### config.mk
export PLATFORM = sky130hd
export DESIGN_NAME = boot_seq_top
export DESIGN_NICKNAME = d
export VERILOG_FILES = /design/src/rtl/bseq_pkg.sv /design/src/rtl/bseq_half_tx.sv /design/src/rtl/bseq_ctrl.sv /design/src/rtl/boot_seq_top.sv
export SDC_FILE = /design/constraint.sdc
export NUM_CORES = 1
export LEC_CHECK = 0
export ABC_AREA = 1
export BUFFER_PORTS_ARGS = -buffer_cell sky130_fd_sc_hd__buf_2
export CAP_MARGIN = 10
export CORE_MARGIN = 1.5
export CORE_UTILIZATION = 56
export CTS_CLUSTER_DIAMETER = 40
export DETAILED_ROUTE_END_ITERATION = 10
export HOLD_SLACK_MARGIN = 0.12
export PLACE_DENSITY = 0.8
export SYNTH_ARGS = -nofsm -noshare
export SYNTH_HDL_FRONTEND = slang
export SYNTH_SLANG_ARGS = --single-unit
### constraint.sdc
create_clock -name clk -period 2.8 [get_ports clk]
set_input_delay 0.56 -clock clk [delete_from_list [all_inputs] [get_ports clk]]
set_output_delay 0.56 -clock clk [all_outputs]
set_load 0.1 [all_outputs]
### src/rtl/bseq_pkg.sv
package bseq_pkg;

  typedef enum logic [1:0] {
    SEL_CTRL = 2'b00,
    SEL_ADDR = 2'b01,
    SEL_DINC = 2'b10,
    SEL_DFIX = 2'b11
  } port_sel_e;

  localparam logic [15:0] CTRL_ORDER = 16'h0001;
  localparam logic [15:0] CTRL_WAKE  = 16'h0002;

  typedef enum logic [4:0] {
    S_IDLE,
    S_CFG_A,
    S_CFG_V,
    S_CFG_C,
    S_HDR_D,
    S_HDR_N,
    S_HDR_O,
    S_HDR_C,
    S_CTRL,
    S_ADDR,
    S_CFG_D,
    S_DAT_R,
    S_DAT_C,
    S_DAT_S,
    S_WAKE,
    S_WAIT,
    S_FIN
  } seq_st_e;

endpackage

### src/rtl/bseq_half_tx.sv
module bseq_half_tx
  import bseq_pkg::*;
(
  input  logic        clk,
  input  logic        rst,
  input  logic        load,
  input  logic [1:0]  load_sel,
  input  logic [31:0] load_word,
  output logic        tx_busy,
  output logic        pair_done,
  output logic        prt_valid,
  input  logic        prt_ready,
  output logic [1:0]  prt_sel,
  output logic        prt_half,
  output logic [15:0] prt_data
);

  logic [15:0] hi_q;

  assign tx_busy = prt_valid;

  always_ff @(posedge clk) begin
    if (rst) begin
      prt_valid <= 1'b0;
      prt_half  <= 1'b0;
      prt_sel   <= SEL_CTRL;
      prt_data  <= '0;
      hi_q      <= '0;
      pair_done <= 1'b0;
    end else begin
      pair_done <= 1'b0;
      if (!prt_valid && load) begin
        prt_valid <= 1'b1;
        prt_half  <= 1'b0;
        prt_sel   <= load_sel;
        prt_data  <= load_word[15:0];
        hi_q      <= load_word[31:16];
      end else if (prt_valid && prt_ready) begin
        if (!prt_half) begin
          prt_half <= 1'b1;
          prt_data <= hi_q;
        end else begin
          prt_valid <= 1'b0;
          prt_half  <= 1'b0;
          pair_done <= 1'b1;
        end
      end
    end
  end

  // offered halfword held while the port stalls
  p_hold_r2: assert property (@(posedge clk) disable iff (rst)
    prt_valid && !prt_ready |=> prt_valid && $stable(prt_data) && $stable(prt_sel) && $stable(prt_half));

  // an accepted low half is followed by the high half on the same select
  p_low_high_r2: assert property (@(posedge clk) disable iff (rst)
    prt_valid && prt_ready && !prt_half |=> prt_valid && prt_half && $stable(prt_sel));

  // an accepted high half ends the pair
  p_pair_end_r2: assert property (@(posedge clk) disable iff (rst)
    prt_valid && prt_ready && prt_half |=> !prt_valid && pair_done);

endmodule

### src/rtl/bseq_ctrl.sv
module bseq_ctrl
  import bseq_pkg::*;
#(
  parameter int CFG_N    = 7,
  parameter int MAX_SECT = 8
) (
  input  logic        clk,
  input  logic        rst,
  input  logic        start,
  output logic        busy,
  output logic        done,
  output logic        rom_en,
  output logic [31:0] rom_addr,
  input  logic [31:0] rom_data,
  output logic        load,
  output logic [1:0]  load_sel,
  output logic [31:0] load_word,
  input  logic        tx_busy,
  input  logic        pair_done
);

  localparam int CW = $clog2(CFG_N + 2);
  localparam int SW = $clog2(MAX_SECT + 2);

  seq_st_e        st, nxt;
  logic [31:0]    tbl_ptr;
  logic [31:0]    src_ptr;
  logic [31:0]    dest;
  logic [31:0]    word;
  logic [31:0]    cnt;
  logic [CW-1:0]  cfg_left;
  logic [SW-1:0]  sec_left;
  logic           mode_sec;
  logic           hdr_go;
  logic           send_st;

  assign hdr_go  = (st == S_HDR_D) && (sec_left != '0);
  assign send_st = (st == S_CTRL) || (st == S_ADDR) || (st == S_CFG_D) ||
                   (st == S_DAT_S) || (st == S_WAKE);

  always_comb begin
    rom_en   = 1'b0;
    rom_addr = tbl_ptr;
    unique case (st)
      S_CFG_A, S_CFG_V, S_HDR_N, S_HDR_O: rom_en = 1'b1;
      S_HDR_D: rom_en = hdr_go;
      S_DAT_R: begin
        rom_en   = 1'b1;
        rom_addr = src_ptr;
      end
      default: rom_en = 1'b0;
    endcase
  end

  always_comb begin
    load      = send_st && !tx_busy;
    load_sel  = SEL_CTRL;
    load_word = {CTRL_ORDER, CTRL_ORDER};
    unique case (st)
      S_ADDR: begin
        load_sel  = SEL_ADDR;
        load_word = dest;
      end
      S_CFG_D: begin
        load_sel  = SEL_DFIX;
        load_word = word;
      end
      S_DAT_S: begin
        load_sel  = SEL_DINC;
        load_word = word;
      end
      S_WAKE: load_word = {CTRL_WAKE, CTRL_WAKE};
      default: load_sel = SEL_CTRL;
    endcase
  end

  always_ff @(posedge clk) begin
    if (rst) begin
      st       <= S_IDLE;
      nxt      <= S_IDLE;
      tbl_ptr  <= '0;
      src_ptr  <= '0;
      dest     <= '0;
      word     <= '0;
      cnt      <= '0;
      cfg_left <= '0;
      sec_left <= '0;
      mode_sec <= 1'b0;
      busy     <= 1'b0;
      done     <= 1'b0;
    end else begin
      done <= 1'b0;
      if (rom_en && st != S_DAT_R) tbl_ptr <= tbl_ptr + 32'd1;
      unique case (st)
        S_IDLE: if (start) begin
          busy     <= 1'b1;
          tbl_ptr  <= '0;
          cfg_left <= CW'(CFG_N);
          sec_left <= SW'(MAX_SECT);
          st       <= (CFG_N == 0) ? S_HDR_D : S_CFG_A;
        end
        S_CFG_A: st <= S_CFG_V;
        S_CFG_V: begin
          dest <= rom_data;
          st   <= S_CFG_C;
        end
        S_CFG_C: begin
          word     <= rom_data;
          mode_sec <= 1'b0;
          st       <= S_CTRL;
        end
        S_HDR_D: st <= hdr_go ? S_HDR_N : S_WAKE;
        S_HDR_N: begin
          dest <= rom_data;
          st   <= S_HDR_O;
        end
        S_HDR_O: begin
          cnt <= rom_data;
          st  <= S_HDR_C;
        end
        S_HDR_C: begin
          src_ptr  <= rom_data;
          sec_left <= sec_left - SW'(1);
          mode_sec <= 1'b1;
          st       <= (cnt == '0) ? S_WAKE : S_CTRL;
        end
        S_CTRL: if (load) begin
          nxt <= S_ADDR;
          st  <= S_WAIT;
        end
        S_ADDR: if (load) begin
          nxt <= mode_sec ? S_DAT_R : S_CFG_D;
          st  <= S_WAIT;
        end
        S_CFG_D: if (load) begin
          cfg_left <= cfg_left - CW'(1);
          nxt      <= (cfg_left == CW'(1)) ? S_HDR_D : S_CFG_A;
          st       <= S_WAIT;
        end
        S_DAT_R: begin
          src_ptr <= src_ptr + 32'd1;
          st      <= S_DAT_C;
        end
        S_DAT_C: begin
          word <= rom_data;
          st   <= S_DAT_S;
        end
        S_DAT_S: if (load) begin
          cnt <= cnt - 32'd1;
          nxt <= (cnt == 32'd1) ? S_HDR_D : S_DAT_R;
          st  <= S_WAIT;
        end
        S_WAKE: if (load) begin
          nxt <= S_FIN;
          st  <= S_WAIT;
        end
        S_WAIT: if (pair_done) st <= nxt;
        S_FIN: begin
          busy <= 1'b0;
          done <= 1'b1;
          st   <= S_IDLE;
        end
        default: st <= S_IDLE;
      endcase
    end
  end

  // done is a single-cycle pulse
  p_done_pulse_r6: assert property (@(posedge clk) disable iff (rst)
    done |=> !done);

  // done marks the end of a busy period
  p_done_busy_r6: assert property (@(posedge clk) disable iff (rst)
    done |-> !busy && $past(busy));

  // a start seen mid-sequence does not end or restart it
  p_restart_ignored_r7: assert property (@(posedge clk) disable iff (rst)
    busy && start && st != S_FIN |=> busy && st != S_IDLE);

  // no section data is fetched while configuration entries remain
  p_cfg_first_r3: assert property (@(posedge clk) disable iff (rst)
    st == S_DAT_R |-> cfg_left == '0);

  // ROM stays quiet outside a sequence
  p_rom_quiet_r1: assert property (@(posedge clk) disable iff (rst)
    !busy |-> !rom_en);

endmodule

### src/rtl/boot_seq_top.sv
module boot_seq_top
  import bseq_pkg::*;
#(
  parameter int CFG_N    = 7,
  parameter int MAX_SECT = 8
) (
  input  logic        clk,
  input  logic        rst,
  input  logic        start,
  output logic        busy,
  output logic        done,
  output logic        rom_en,
  output logic [31:0] rom_addr,
  input  logic [31:0] rom_data,
  output logic        prt_valid,
  input  logic        prt_ready,
  output logic [1:0]  prt_sel,
  output logic        prt_half,
  output logic [15:0] prt_data
);

  logic        load;
  logic [1:0]  load_sel;
  logic [31:0] load_word;
  logic        tx_busy;
  logic        pair_done;

  bseq_ctrl #(
    .CFG_N    (CFG_N),
    .MAX_SECT (MAX_SECT)
  ) u_ctrl (
    .clk       (clk),
    .rst       (rst),
    .start     (start),
    .busy      (busy),
    .done      (done),
    .rom_en    (rom_en),
    .rom_addr  (rom_addr),
    .rom_data  (rom_data),
    .load      (load),
    .load_sel  (load_sel),
    .load_word (load_word),
    .tx_busy   (tx_busy),
    .pair_done (pair_done)
  );

  bseq_half_tx u_tx (
    .clk       (clk),
    .rst       (rst),
    .load      (load),
    .load_sel  (load_sel),
    .load_word (load_word),
    .tx_busy   (tx_busy),
    .pair_done (pair_done),
    .prt_valid (prt_valid),
    .prt_ready (prt_ready),
    .prt_sel   (prt_sel),
    .prt_half  (prt_half),
    .prt_data  (prt_data)
  );

  // nothing is offered to the port outside a sequence
  p_idle_port_r6: assert property (@(posedge clk) disable iff (rst)
    !busy |-> !prt_valid);

endmodule

=== Yosys cells after proc, flatten, opt, wreduce, memory -nomap -nowiden ===
Cells that the tools add are included.

* Logic and storage cells: 131
* Output and inout bits: 55
* Bits in registers: 218
* Input bits: 36

* Equality and inequality tests: 28
* Bitwise logic cells: 1
* Muxes and demuxes: 42
* Add/subtract/negate cells: 5
* Reductions and logical operators: 37

{| class="wikitable"
|+ Operator list
! kind !! number
|-
| 32-bit 2-to-1 mux || 5
|-
| 32-bit one-hot mux with 2 select lines || 2
|-
| 32-bit one-hot mux with 3 select lines || 1
|-
| 32-bit by 1-bit adder with 32-bit output, second input constant || 2
|-
| 5-bit one-hot mux with 12 select lines || 1
|-
| 16-bit 2-to-1 mux || 3
|-
| 5-bit by 4-bit == test with 1-bit output, second input constant || 8
|-
| 5-bit 2-to-1 mux || 8
|-
| 32-bit by 1-bit == test with 1-bit output, second input constant || 1
|-
| 32-bit zero test || 1
|-
| 32-bit by 1-bit subtractor with 32-bit output, second input constant || 1
|-
| 5-bit one-hot mux with 5 select lines || 1
|-
| 5-bit by 3-bit == test with 1-bit output, second input constant || 4
|-
| 4-bit 2-to-1 mux || 5
|-
| 4-bit one-hot mux with 2 select lines || 2
|-
| 2-bit nonzero test || 8
|-
| 2-bit by 1-bit inequality test with 1-bit output, second input constant || 7
|-
| 5-bit by 2-bit == test with 1-bit output, second input constant || 2
|-
| 2-bit AND reduction || 5
|-
| 5-bit OR reduction || 2
|-
| 1-bit 2-to-1 mux || 8
|-
| 2-bit OR reduction || 4
|-
| 4-bit by 1-bit subtractor with 4-bit output, second input constant || 2
|-
| 3-bit 2-to-1 mux || 2
|-
| other kinds (17) || 28
|}

=== Logic depth before layout (Yosys ltp) ===
* Word-level depth: 9
* Mapped depth: 13
* Gate-level depth less buffers: 13

=== By module ===
A second synthesis with hierarchy kept.

* Cell total of the unflattened synthesis: 1,930
* Area, all modules: 12,129.1 µm²

{| class="wikitable"
|+ Modules (own cells, without submodules)
! module !! area an instance (µm²) !! sequential area each (µm²) !! cells an instance !! times used
|-
| bseq_ctrl || 10,535.1 || 3,623.5 || 1,697 || 1
|-
| bseq_half_tx || 1,594.0 || 740.7 || 233 || 1
|}

=== Worst setup path after synthesis ===
OpenSTA, ideal clock, no wires.

* Path kind: register -> output
* Start: reg u_ctrl.st[1]
* End: out rom_addr[2]
* Path buffers: 3
* Arrival: 3,349 ps
* Data required time: 2,240 ps
* Slack: -1,109 ps
* Stages on the path, launching flop included: 8
* Path through: dfxtp_1 -> nand2_1 -> inv_2 -> nand2_1 -> buf_2 -> buf_2 -> buf_2 -> o21ai_0

* Longest elaborated chain between the ends: 2

{| class="wikitable"
|+ Ends and longest elaborated chain
! what !! line !! source
|-
| start: declaration || bseq_ctrl.sv:25 || <nowiki>seq_st_e st, nxt;</nowiki>
|-
| start signal: assignment || bseq_ctrl.sv:100 || <nowiki>st <= (CFG_N == 0) ? S_HDR_D : S_CFG_A;</nowiki>
|-
| start signal: assignment || bseq_ctrl.sv:112 || <nowiki>S_HDR_D: st <= hdr_go ? S_HDR_N : S_WAKE;</nowiki>
|-
| start signal: assignment || bseq_ctrl.sv:125 || <nowiki>st <= (cnt == '0) ? S_WAKE : S_CTRL;</nowiki>
|-
| 5-bit by 4-bit == test with 1-bit output || bseq_ctrl.sv:44 || <nowiki>unique case (st)</nowiki>
|-
| 32-bit 2-to-1 mux || bseq_ctrl.sv:44 ||
|-
| end: declaration || boot_seq_top.sv:13 || <nowiki>output logic [31:0] rom_addr,</nowiki>
|}

No other way between the ends.

=== Final worst setup path ===
* Start: reg u_ctrl.st[3]
* End: out rom_addr[15]

The elaborated chain is that of the path after synthesis.

==> results.md <==
- Sequential share of the synthesized area: 36.4%
- Reg2reg end: u_ctrl.cfg_left[2]
- Final min period: 2.72 ns
- DP HPWL: 27,600 µm
- Peak supply drop: 0.617 mV
- Fillers: 1,847
- Total wire length: 39,300 µm
- Tcrit/Tclk final: 97.0%
- Setup TNS: 0 ns
- Ratio of cells with drive above 1 in the final layout: 12.0%
- Syn Nets: 1,972
- Clock Sinks: 218
- Chip width: 149 µm
- Reg area: 4360 µm²
- I/O Buffers: 90
- CTS Buffer Depth: 3
- Rows: 53
- Worst R2R Path Depth: 10
- DR vias/cell: 5.71
- Die Height: 149 µm
- Antenna violations before repair: 0
- End of the critical path: rom_addr[15]
- Drt drc: 0
- Core area: 21,000 µm²
- Leading cell type in the layout, fill and taps excluded: nand2_1
- Clk pin slew, worst setup/hold paths: 0.06 ns
- Slew margin rel.: 54.1%
- Final Hold Vio Count: 0
- Yosys reg bits: 218
- GP Congestion: 1.01
- H-tree depth: 2
- Final-stage net count: 2,045
- Pleak: 6.20 nW
- Final antenna-violating net count: 0
- Latest clock arrival within the worst-skew pair: 0.52 ns
- CTS Hold Buffers Added: 0
- Max-cap violations: 0
- Area Overhead vs Synth: 21.1%
- TritonCTS clock tree: done
- Area of the multi-input gates: 6720 µm²
- 1st-pass router iterations: 6
- Number of global-route vias before repair: 11,900
- WP buf/inv: 3
- Post-Syn Area per Cell: 6.22 µm²
- RR Startpoint: u_ctrl.st[0]
- Placed cell count: 2,237
- Iter 0 DRT Violations: 1,067
- HP Class: input port to register
- Die ar.: 22,300 µm²
- Layout Cells excl Fill: 2,302
- Status: completed
- Critical-path cell list: inv_2 > nor2_1 > nand2_1 > nor2_4 > buf_4 > nor2_1 > nor2_2 > buf_12
- Most frequent cells in the layout: 494 x nand2_1, 368 x nor2_1, 218 x dfxtp_1
- WP data required: 2.24 ns
- Tot GR Track Use: 35.1%
- Global route overflow: 0
- WP depth: 8
- FMAX: 368 MHz
- Vias: 13,200
- Initial Util: 57.0%
- Crit path launch type: register
- Final max-slew violation count: 0
- Routed length per instance: 17.1 µm
- Distinct cells, synth: 47
- Inserted Diodes: 0
- Yosys warnings: 0
- R2R setup slack: 0.54 ns
- CTS Buf Count: 36
- Tightest hold margin: 0.373 ns
- Crit path capture type: output port
- CP max stage delay: 0.38 ns
- CP max FO: 9
- First-pass GRT wire length: 61,800 µm
- Critical setup path kind: register to output port
- Synth Instances: 1,927
- Crit path max-delay family: simple AND/OR/NAND/NOR gates
- Largest net degree at the start of global routing: 57
- Slowest cell on the critical path: dfxtp_1
- Power density cells: 952 nW/µm²
- Clock skew: 0.0209 ns
- Post-synthesis cell area: 12,000 µm²
- CTS Root Cell: clkbuf_16
- Crit path launch: u_ctrl.st[3]
- Worst EP arrival: 2.16 ns
- Worst slew pin tran: 0.687 ns
- Most used cell, CP: nor2_1
- Final setup violation count: 0
- I/O pin count: 91
-- metal layers --
layer  GRT usage (%)  share of wire [%]  vias up
li1                -                  -     6388
met1            45.0                 41     6080
met2            55.5                 45      560
met3            6.33                8.1      126
met4            20.1                5.5        0
met5               0                  0        -
-- timing repair --
item                       4_1_cts  5_1_grt
setup endpoints to repair       26       11
resized for setup                6        4
buffers inserted                 0        0
-- power by group --
part           internal (mW)  total, mW  leakage (nW)  switching, mW
logic                   1.25       5.02          3.81           3.77
registers               3.67       4.05          1.77          0.377
clock network           3.13       4.74         0.626           1.61
total                   8.05       13.8          6.20           5.76
-- through the flow --
| step | util (%) | setup slack [ns] | power (mW) | cell area, µm² |
|---|---|---|---|---|
| final | 69.0 | 0.0826 | 13.8 | 14500 |
| after floorplan | - | -0.491 | 7.81 | 12000 |
| after global routing | 69.0 | -0.00310 | 14.5 | 14500 |
| after CTS | 68.9 | 0.0158 | 13.8 | 14500 |
| after global placement | 62.6 | 0.409 | 8.89 | 13200 |
| after detailed placement | 62.6 | 0.404 | 8.98 | 13200 |
-- cell type report --
class	instances	share of cell area (%)
multi-input cells	1458	46.3
flip-flops and latches	218	30.1
repair buffers	121	8.04
clock buffers	41	6.63
inverters	165	4.27
well taps	275	2.37
clock inverters	24	2.29
-- sequential cells by signal, summed over array words and instances, names as in the netlist, 2 cells and up --
signal,count
u_ctrl.st,5
u_ctrl.word,32
u_tx.hi_q,16
u_ctrl.cfg_left,4
u_ctrl.dest,32
u_ctrl.tbl_ptr,32
u_ctrl.sec_left,4
u_ctrl.nxt,5
u_ctrl.cnt,32
u_ctrl.src_ptr,32
u_tx.prt_sel,2
u_tx.prt_data,16
-- cell usage after synthesis, drive strengths merged --
cell type	n	area, µm²
o21ai	195	991
buf	40	215
o22ai	2	12.5
nor3b	1	7.51
clkinv	1	3.75
a22o	14	123
inv	164	616
nor3	26	130
a41oi	1	8.76
clkbuf	46	173
a31oi	17	106
nand2	497	1870
or2	6	37.5
nand3	110	561
xnor2	6	52.6
nand4	19	119
o31ai	2	15.0
a22oi	1	7.51
o21a	3	22.5
o211ai	6	45.0
ha	9	113
o211a	1	10.0
nor2	384	1470
a21oi	118	591
nand3b	6	45.0
xor2	11	96.3
dfxtp	218	4360
and2	1	6.26
o2111ai	1	8.76
a21boi	1	7.51
o221ai	1	8.76
o21bai	8	60.1
a211oi	4	30.0
and3	4	25.0
a221oi	3	26.3
-- how the worst min path moves through the flow --
stage	start	depth (start not counted)	to	slack, ns
finish	prt_ready	3	u_tx.pair_done	0.37
global route	rom_data[0]	3	u_ctrl.dest[0]	0.39
CTS	prt_ready	3	u_tx.pair_done	0.36
detailed placement	u_ctrl.sec_left[0]	1	u_ctrl.sec_left[0]	0.45
global placement	u_ctrl.sec_left[0]	1	u_ctrl.sec_left[0]	0.44
floorplan	u_ctrl.dest[15]	2	u_ctrl.dest[15]	0.42
-- kinds of logic after synthesis --
| group | after synthesis | share of synthesized area [%] |
|---|---|---|
| buffers and inverters | 251 | 8.41 |
| and+or+nand+nor | 1054 | 35.7 |
| DFF | 218 | 36.4 |
| adders and majority gates | 9 | 0.940 |
| xor gates and xnor gates | 17 | 1.24 |
| AOI/OAI and AO/OA | 378 | 17.3 |
-- tightest hold or removal path, stage by stage --
cell and delay (ns):
buf_2 0.10, nand2_1 0.12, nor3_1 0.06
Note: power is estimated with default switching activity, not from simulation.
